<file path="config.mk">
export PLATFORM = sky130hd
export DESIGN_NAME = brx_unit
export DESIGN_NICKNAME = d
export VERILOG_FILES = /design/src/rtl/brx_pkg.sv /design/src/rtl/brx_decode.sv /design/src/rtl/brx_cond.sv /design/src/rtl/brx_target.sv /design/src/rtl/brx_unit.sv
export SDC_FILE = /design/constraint.sdc
export NUM_CORES = 1
export LEC_CHECK = 0
export ABC_AREA = 1
export BUFFER_PORTS_ARGS = -buffer_cell sky130_fd_sc_hd__buf_4
export CORE_MARGIN = 2
export CORE_UTILIZATION = 50
export CTS_CLUSTER_SIZE = 10
export DETAILED_ROUTE_END_ITERATION = 7
export GPL_TIMING_DRIVEN = 1
export PLACE_DENSITY_LB_ADDON = 0.15
export SETUP_SLACK_MARGIN = 0.5
export SLEW_MARGIN = 0
export SYNTH_ARGS = -nofsm -noshare
export SYNTH_HDL_FRONTEND = slang
export SYNTH_SLANG_ARGS = --single-unit
</file>
<file path="constraint.sdc">
create_clock -name clk -period 3.9 [get_ports clk]
set_clock_uncertainty 0.05 [all_clocks]
set_input_delay 0.195 -clock clk [delete_from_list [all_inputs] [get_ports clk]]
set_output_delay 0.195 -clock clk [all_outputs]
set_load 0.03 [all_outputs]
</file>
<file path="src/rtl/brx_pkg.sv">
package brx_pkg;

    parameter int BRX_AW    = 16;
    parameter int BRX_DW    = 8;
    parameter int BRX_OP_W  = 4;
    parameter int BRX_CNT_W = 4;

    typedef enum logic [BRX_OP_W-1:0] {
        OP_JMP_ABS = 4'd0,
        OP_JMP_REL = 4'd1,
        OP_JMP_AX  = 4'd2,
        OP_BR_CY   = 4'd3,
        OP_BR_NCY  = 4'd4,
        OP_BR_Z    = 4'd5,
        OP_BR_NZ   = 4'd6,
        OP_BT_LONG = 4'd7,
        OP_BF_LONG = 4'd8,
        OP_BT_ACC  = 4'd9,
        OP_BF_ACC  = 4'd10,
        OP_DJ_B    = 4'd11,
        OP_DJ_C    = 4'd12,
        OP_DJ_MEM  = 4'd13
    } brx_op_e;

    typedef enum logic [2:0] {
        CL_NONE,
        CL_ABS,
        CL_REL,
        CL_AX,
        CL_FLAG,
        CL_BIT_LONG,
        CL_BIT_ACC,
        CL_DEC
    } brx_cls_e;

    typedef enum logic [1:0] {
        DS_NONE,
        DS_B,
        DS_C,
        DS_MEM
    } brx_dsrc_e;

endpackage

</file>
<file path="src/rtl/brx_decode.sv">
module brx_decode
    import brx_pkg::*;
#(
    parameter int OP_W  = BRX_OP_W,
    parameter int CNT_W = BRX_CNT_W
) (
    input  logic [OP_W-1:0]  op,
    output logic             valid,
    output brx_cls_e         cls,
    output logic [2:0]       len,
    output logic [CNT_W-1:0] cycles,
    output logic             use_z,
    output logic             want_one,
    output brx_dsrc_e        dsrc
);

    localparam logic [CNT_W-1:0] CYC_SHORT = CNT_W'(6);
    localparam logic [CNT_W-1:0] CYC_MID   = CNT_W'(8);
    localparam logic [CNT_W-1:0] CYC_LONG  = CNT_W'(10);

    always_comb begin
        valid    = 1'b1;
        cls      = CL_NONE;
        len      = 3'd2;
        cycles   = CYC_SHORT;
        use_z    = 1'b0;
        want_one = 1'b1;
        dsrc     = DS_NONE;
        case (op)
            OP_JMP_ABS: begin cls = CL_ABS; len = 3'd3; end
            OP_JMP_REL: begin cls = CL_REL; end
            OP_JMP_AX:  begin cls = CL_AX;  len = 3'd1; end
            OP_BR_CY:   begin cls = CL_FLAG; end
            OP_BR_NCY:  begin cls = CL_FLAG; want_one = 1'b0; end
            OP_BR_Z:    begin cls = CL_FLAG; use_z = 1'b1; end
            OP_BR_NZ:   begin cls = CL_FLAG; use_z = 1'b1; want_one = 1'b0; end
            OP_BT_LONG: begin cls = CL_BIT_LONG; len = 3'd4; cycles = CYC_LONG; end
            OP_BF_LONG: begin
                cls = CL_BIT_LONG; len = 3'd4; cycles = CYC_LONG; want_one = 1'b0;
            end
            OP_BT_ACC:  begin cls = CL_BIT_ACC; len = 3'd3; cycles = CYC_MID; end
            OP_BF_ACC:  begin
                cls = CL_BIT_ACC; len = 3'd3; cycles = CYC_MID; want_one = 1'b0;
            end
            OP_DJ_B:    begin cls = CL_DEC; dsrc = DS_B; end
            OP_DJ_C:    begin cls = CL_DEC; dsrc = DS_C; end
            OP_DJ_MEM:  begin cls = CL_DEC; dsrc = DS_MEM; len = 3'd3; cycles = CYC_MID; end
            default:    valid = 1'b0;
        endcase
    end

endmodule

</file>
<file path="src/rtl/brx_cond.sv">
module brx_cond
    import brx_pkg::*;
#(
    parameter int DW = BRX_DW,
    localparam int BW = $clog2(DW)
) (
    input  brx_cls_e        cls,
    input  logic            use_z,
    input  logic            want_one,
    input  brx_dsrc_e       dsrc,
    input  logic            flag_cy,
    input  logic            flag_z,
    input  logic [DW-1:0]   opnd,
    input  logic [DW-1:0]   reg_a,
    input  logic [BW-1:0]   bit_idx,
    input  logic [DW-1:0]   reg_b,
    input  logic [DW-1:0]   reg_c,
    output logic            taken,
    output logic [DW-1:0]   dec_val,
    output logic [2:0]      wr_sel
);

    logic [DW-1:0] dec_src;
    logic          probe;

    always_comb begin
        case (dsrc)
            DS_B:    dec_src = reg_b;
            DS_C:    dec_src = reg_c;
            default: dec_src = opnd;
        endcase
        dec_val = dec_src - DW'(1);

        wr_sel = 3'b000;
        case (dsrc)
            DS_B:    wr_sel = 3'b100;
            DS_C:    wr_sel = 3'b010;
            DS_MEM:  wr_sel = 3'b001;
            default: wr_sel = 3'b000;
        endcase

        case (cls)
            CL_FLAG:     probe = use_z ? flag_z : flag_cy;
            CL_BIT_LONG: probe = opnd[bit_idx];
            CL_BIT_ACC:  probe = reg_a[bit_idx];
            default:     probe = 1'b0;
        endcase

        case (cls)
            CL_ABS, CL_REL, CL_AX:            taken = 1'b1;
            CL_FLAG, CL_BIT_LONG, CL_BIT_ACC: taken = (probe == want_one);
            CL_DEC:                           taken = |dec_val;
            default:                          taken = 1'b0;
        endcase
    end

endmodule

</file>
<file path="src/rtl/brx_target.sv">
module brx_target
    import brx_pkg::*;
#(
    parameter int AW = BRX_AW,
    parameter int DW = BRX_DW
) (
    input  brx_cls_e       cls,
    input  logic           taken,
    input  logic [AW-1:0]  pc_in,
    input  logic [2:0]     len,
    input  logic [DW-1:0]  disp,
    input  logic [AW-1:0]  abs_tgt,
    input  logic [DW-1:0]  reg_a,
    input  logic [DW-1:0]  reg_x,
    output logic [AW-1:0]  pc_nxt
);

    localparam int PAIR_W = 2 * DW;

    logic [AW-1:0] fall_pc;
    logic [AW-1:0] rel_pc;
    logic [AW-1:0] pair_pc;
    logic [AW-1:0] disp_ext;

    assign disp_ext = {{(AW-DW){disp[DW-1]}}, disp};
    assign fall_pc  = pc_in + AW'(len);
    assign rel_pc   = fall_pc + disp_ext;

    generate
        if (AW == PAIR_W) begin : g_pair_exact
            assign pair_pc = {reg_a, reg_x};
        end else if (AW > PAIR_W) begin : g_pair_pad
            assign pair_pc = {{(AW-PAIR_W){1'b0}}, reg_a, reg_x};
        end else begin : g_pair_trim
            logic [PAIR_W-1:0] pair_full;
            assign pair_full = {reg_a, reg_x};
            assign pair_pc   = pair_full[AW-1:0];
        end
    endgenerate

    always_comb begin
        case (cls)
            CL_ABS:  pc_nxt = abs_tgt;
            CL_AX:   pc_nxt = pair_pc;
            default: pc_nxt = taken ? rel_pc : fall_pc;
        endcase
    end

endmodule

</file>
<file path="src/rtl/brx_unit.sv">
module brx_unit
    import brx_pkg::*;
#(
    parameter int AW    = BRX_AW,
    parameter int DW    = BRX_DW,
    parameter int OP_W  = BRX_OP_W,
    parameter int CNT_W = BRX_CNT_W,
    localparam int BW   = $clog2(DW)
) (
    input  logic             clk,
    input  logic             rst_n,
    input  logic             start,
    input  logic [OP_W-1:0]  op,
    input  logic [AW-1:0]    pc_in,
    input  logic [DW-1:0]    disp,
    input  logic [AW-1:0]    abs_tgt,
    input  logic [DW-1:0]    reg_a,
    input  logic [DW-1:0]    reg_x,
    input  logic             flag_cy,
    input  logic             flag_z,
    input  logic [DW-1:0]    opnd,
    input  logic [BW-1:0]    bit_idx,
    input  logic [DW-1:0]    reg_b,
    input  logic [DW-1:0]    reg_c,
    output logic             busy,
    output logic             done,
    output logic             taken,
    output logic [AW-1:0]    pc_out,
    output logic             wr_b,
    output logic             wr_c,
    output logic             wr_mem,
    output logic [DW-1:0]    wr_data
);

    typedef struct packed {
        logic             busy;
        logic             done;
        logic [CNT_W-1:0] cnt;
        logic             taken;
        logic [AW-1:0]    pc;
        logic [2:0]       wsel;
        logic [DW-1:0]    data;
    } brx_state_t;

    localparam logic [CNT_W-1:0] CNT_LAST = CNT_W'(1);

    brx_state_t st_d, st_q;

    logic             dec_valid;
    brx_cls_e         dec_cls;
    logic [2:0]       dec_len;
    logic [CNT_W-1:0] dec_cycles;
    logic             dec_use_z;
    logic             dec_want_one;
    brx_dsrc_e        dec_dsrc;
    logic             cond_taken;
    logic [DW-1:0]    cond_dec_val;
    logic [2:0]       cond_wr_sel;
    logic [AW-1:0]    tgt_pc;

    brx_decode #(.OP_W(OP_W), .CNT_W(CNT_W)) u_decode (
        .op       (op),
        .valid    (dec_valid),
        .cls      (dec_cls),
        .len      (dec_len),
        .cycles   (dec_cycles),
        .use_z    (dec_use_z),
        .want_one (dec_want_one),
        .dsrc     (dec_dsrc)
    );

    brx_cond #(.DW(DW)) u_cond (
        .cls      (dec_cls),
        .use_z    (dec_use_z),
        .want_one (dec_want_one),
        .dsrc     (dec_dsrc),
        .flag_cy  (flag_cy),
        .flag_z   (flag_z),
        .opnd     (opnd),
        .reg_a    (reg_a),
        .bit_idx  (bit_idx),
        .reg_b    (reg_b),
        .reg_c    (reg_c),
        .taken    (cond_taken),
        .dec_val  (cond_dec_val),
        .wr_sel   (cond_wr_sel)
    );

    brx_target #(.AW(AW), .DW(DW)) u_target (
        .cls      (dec_cls),
        .taken    (cond_taken),
        .pc_in    (pc_in),
        .len      (dec_len),
        .disp     (disp),
        .abs_tgt  (abs_tgt),
        .reg_a    (reg_a),
        .reg_x    (reg_x),
        .pc_nxt   (tgt_pc)
    );

    always_comb begin
        st_d      = st_q;
        st_d.done = 1'b0;
        if (st_q.busy) begin
            if (st_q.cnt == CNT_LAST) begin
                st_d.busy = 1'b0;
                st_d.done = 1'b1;
            end else begin
                st_d.cnt = st_q.cnt - CNT_W'(1);
            end
        end else if (start && dec_valid) begin
            st_d.busy  = 1'b1;
            st_d.cnt   = dec_cycles - CNT_W'(1);
            st_d.taken = cond_taken;
            st_d.pc    = tgt_pc;
            st_d.wsel  = cond_wr_sel;
            st_d.data  = (dec_cls == CL_DEC) ? cond_dec_val : '0;
        end
    end

    always_ff @(posedge clk) begin
        if (!rst_n) begin
            st_q <= '0;
        end else begin
            st_q <= st_d;
        end
    end

    assign busy    = st_q.busy;
    assign done    = st_q.done;
    assign taken   = st_q.taken;
    assign pc_out  = st_q.pc;
    assign wr_b    = st_q.done & st_q.wsel[2];
    assign wr_c    = st_q.done & st_q.wsel[1];
    assign wr_mem  = st_q.done & st_q.wsel[0];
    assign wr_data = st_q.data;

    AST_DONE_SINGLE: assert property (@(posedge clk) disable iff (!rst_n)
        done |=> !done);

    AST_DONE_ENDS_BUSY: assert property (@(posedge clk) disable iff (!rst_n)
        done |-> $past(busy));

    AST_HOLD_WHILE_BUSY: assert property (@(posedge clk) disable iff (!rst_n)
        busy |=> ($stable(pc_out) && $stable(taken) && $stable(wr_data)));

    AST_ONE_WRITER: assert property (@(posedge clk) disable iff (!rst_n)
        $onehot0({wr_b, wr_c, wr_mem}));

    AST_DEC_NONZERO: assert property (@(posedge clk) disable iff (!rst_n)
        (wr_b || wr_c || wr_mem) |-> (taken == (wr_data != '0)));

endmodule

</file>
==> qor.txt <==
Core Region: 0.00765 sq mm
Final Hold Viols: 0
CTS tree: done
Chip width: 92.2 um
Post-Syn Area: 0.00389 sq mm
Top-area cell type share of the netlist area: 0.175
Min Hold Slack: 0.167 ns
CP Data Required Time: 4.07 ns
Hold_sp: reg_x[0]
Total track usage: 0.271
Kind of critical path: input port to flip-flop
Most used cell, CP: nand2_1
Cell accounting for the most synthesized area: dfxtp_1
Via count: 4582
Worst Path Buf+Inv: 6
Largest net degree at the start of global routing: 33
Pre-antenna DRT Iters: 5
Ys async rst share: 0
Clk buf depth: 2
Syn_area_per_cell: 6.27 sq um
Reg-to-reg slack, setup: 2.06 ns
Hpwl dp: 9520 um
Worst-path clk slew: 0.08 ns
Most common cell in the synthesized netlist: nand2_1
Final Cycle Share: 0.849
Ant diodes: 0
Synth area leaders: dfxtp_1 17%, nand2_1 14%, ha_1 8.7%, inv_1 8.0%, nand3_1 7.3%
Worst VDD drop: 164 uV
RSZ-0062 raised after global routing: yes
Arrival @ worst endpoint: 3.49 ns
# setup viols final: 0
Pwr/cell area: 275 mW/mm^2
Port Buffer Count: 121
Layout cell share with drive strength beyond 1: 0.331
Antenna-violating nets left: 0
FF-to-FF Start: busy$_SDFF_PN0_
Crit. End Element: flip-flop
Cell Rows: 32
CTS sink cnt: 34
Most frequent cells after synthesis: 144 x nand2_1, 83 x inv_1, 57 x nand3_1, 38 x o21ai_0, 36 x a21oi_1
Die Span Y: 92.2 um
Area grow syn2layout: 36.3%
Post-synth EDFFs: 0
Fmax: 302 MHz
Initial antenna violation count: 0
Routed length per instance: 15.1 um
Setup_tns: 0 ns
Total wire length: 12600 um
First-pass GRT wire length: 18700 um
CP max FO: 5
Num CTS Buffers: 5
Synth Warn #: 0
Crit-path slowest cell: ha_2
Root buffer cell: clkbuf_8
FILL cells: 649
Final min period: 3.31 ns
CP top delay family: simple AND/OR/NAND/NOR gates
Pre-CTS setup slack: -0.0440 ns
Critical path's largest stage delay: 0.31 ns
Initial core utilization: 0.509
Reg2Reg Depth: 6
Remaining DRCs: 0
Hold depth: 3
Setup WS post-layout: 0.588 ns
Clock latency at the later pin of the worst-skew pair: 0.29 ns
Total grt overflow: 0
GP Congestion: 0.952
Post-synthesis register bit count: 34
Fin util: 0.694
Number of global-route vias before repair: 4206
Vias/cell: 5.49
Cell variety after synth: 43
Slew headroom: 0.286
R2R Path End: pc_out[0]$_SDFFE_PN0P_
Final Power: 1.46 mW
Mapped Cells: 621
Hold EP: pc_out[0]$_SDFFE_PN0P_
Crit start category: input port
Initial drt markers: 245
Max H-tree Level: 2
Io pins: 122
Max Slew Vio Count: 0
Syn nets: 742
Outcome: finished, final reports clean
Lkg Pwr: 2.67 nW
Die area: 0.00851 sq mm
Sequential share of the synthesized area: 0.175
Top FF cell, synth: dfxtp_1
Nets: 852
Worst-margin pin slew: 1.07 ns
Hold Crit Class: input port to flip-flop
Max-Cap Viols: 0
Hold Buf Count CTS: 0
[state kept, by name, summed over array words and instances (netlist names)]
signal and flops:
pc_out 16, wr_data 8, st_q 7, busy 1
done 1, taken 1
[through the flow]
step	cell area, sq um	cells
after global routing	5310	834
after CTS	5010	825
after detailed placement	4770	814
final	5310	834
after floorplan	3910	621
after global placement	4770	814
[kinds of logic (layout without fill, tap and decap cells)]
| kind of cell | after synthesis | after routing | share of synthesized area |
|---|---|---|---|
| AO/OA/AOI/OAI | 114 | 114 | 0.179 |
| XOR/XNOR | 26 | 26 | 0.0585 |
| flip-flops | 34 | 34 | 0.175 |
| buffers and inverters | 131 | 241 | 0.153 |
| adder cells (fa/ha/maj) | 29 | 29 | 0.0971 |
| AND/OR/NAND/NOR | 287 | 288 | 0.337 |
[routing by layer]
metal / GRT usage / routed length, um / vias to the layer above
li1: - / - / 2256
met1: 0.305 / 4840 / 2111
met2: 0.499 / 6630 / 171
met3: 0.0329 / 613 / 44
met4: 0.133 / 548 / 0
met5: 0 / 0 / -
[layout by cell type, fill, tap and decap left out, types with 3 or more instances in the layout]
cell type / netlist / layout
inv_4: 0 / 3
inv_1: 83 / 74
nor3_4: 0 / 3
nand4_1: 20 / 20
nand2_2: 5 / 12
ha_2: 0 / 4
nand2_4: 2 / 6
nor2_4: 2 / 5
nand2_1: 144 / 133
xor2_1: 17 / 14
xnor2_1: 9 / 8
a21oi_2: 9 / 14
clkbuf_8: 0 / 6
ha_4: 0 / 6
nor3_1: 9 / 5
inv_2: 3 / 9
nand3_1: 57 / 54
xor2_2: 0 / 3
a21oi_1: 36 / 29
o21ai_1: 3 / 4
nand3_2: 1 / 5
ha_1: 27 / 17
o211ai_1: 3 / 3
o21ai_0: 38 / 36
dfxtp_1: 34 / 34
nor2_1: 34 / 27
buf_4: 25 / 142
nand3b_1: 5 / 5
nor2_2: 1 / 5
a221oi_1: 16 / 16
[power breakdown]
part,leakage (nW),internal (mW),switching [mW]
clock network,0.0472,0.142,0.141
registers,0.280,0.379,0.0174
logic,2.34,0.314,0.466
[worst max-delay path by stage]
stage / from / slack, ns / depth (start not counted) / endpoint
after global routing: op[0] / 0.34 / 25 / pc_out[12]$_SDFFE_PN0P_
final: op[0] / 0.59 / 27 / pc_out[15]$_SDFFE_PN0P_
after CTS: op[3] / 0.52 / 30 / pc_out[15]$_SDFFE_PN0P_
after floorplan: op[2] / 0.50 / 29 / pc_out[15]$_SDFFE_PN0P_
after detailed placement: op[3] / -0.04 / 25 / pc_out[11]$_SDFFE_PN0P_
after global placement: op[3] / 0.1 / 26 / pc_out[11]$_SDFFE_PN0P_
[worst min-delay path, delay by kind of cell]
kind | cells | cell delay (ns)
AOI/OAI and AO/OA | 2 | 0.20
buffers and inverters | 1 | 0.08
[cell type report]
cell class,count,area [sq um],share of cell area
multi-input cells,457,2940,0.554
inverters,87,335,0.0632
clock inverters,2,12.5,0.00236
repair buffers,146,1130,0.213
well taps,102,128,0.0241
clock buffers,6,82.6,0.0156
flip-flops and latches,34,681,0.128
[timing repair]
item                       CTS  global route
setup endpoints to repair    9            15
gates resized for setup     21            62
setup buffers                3             8
gates cloned                 0             1
pin swaps                    4            24
Power figures use the tool's default switching activity.
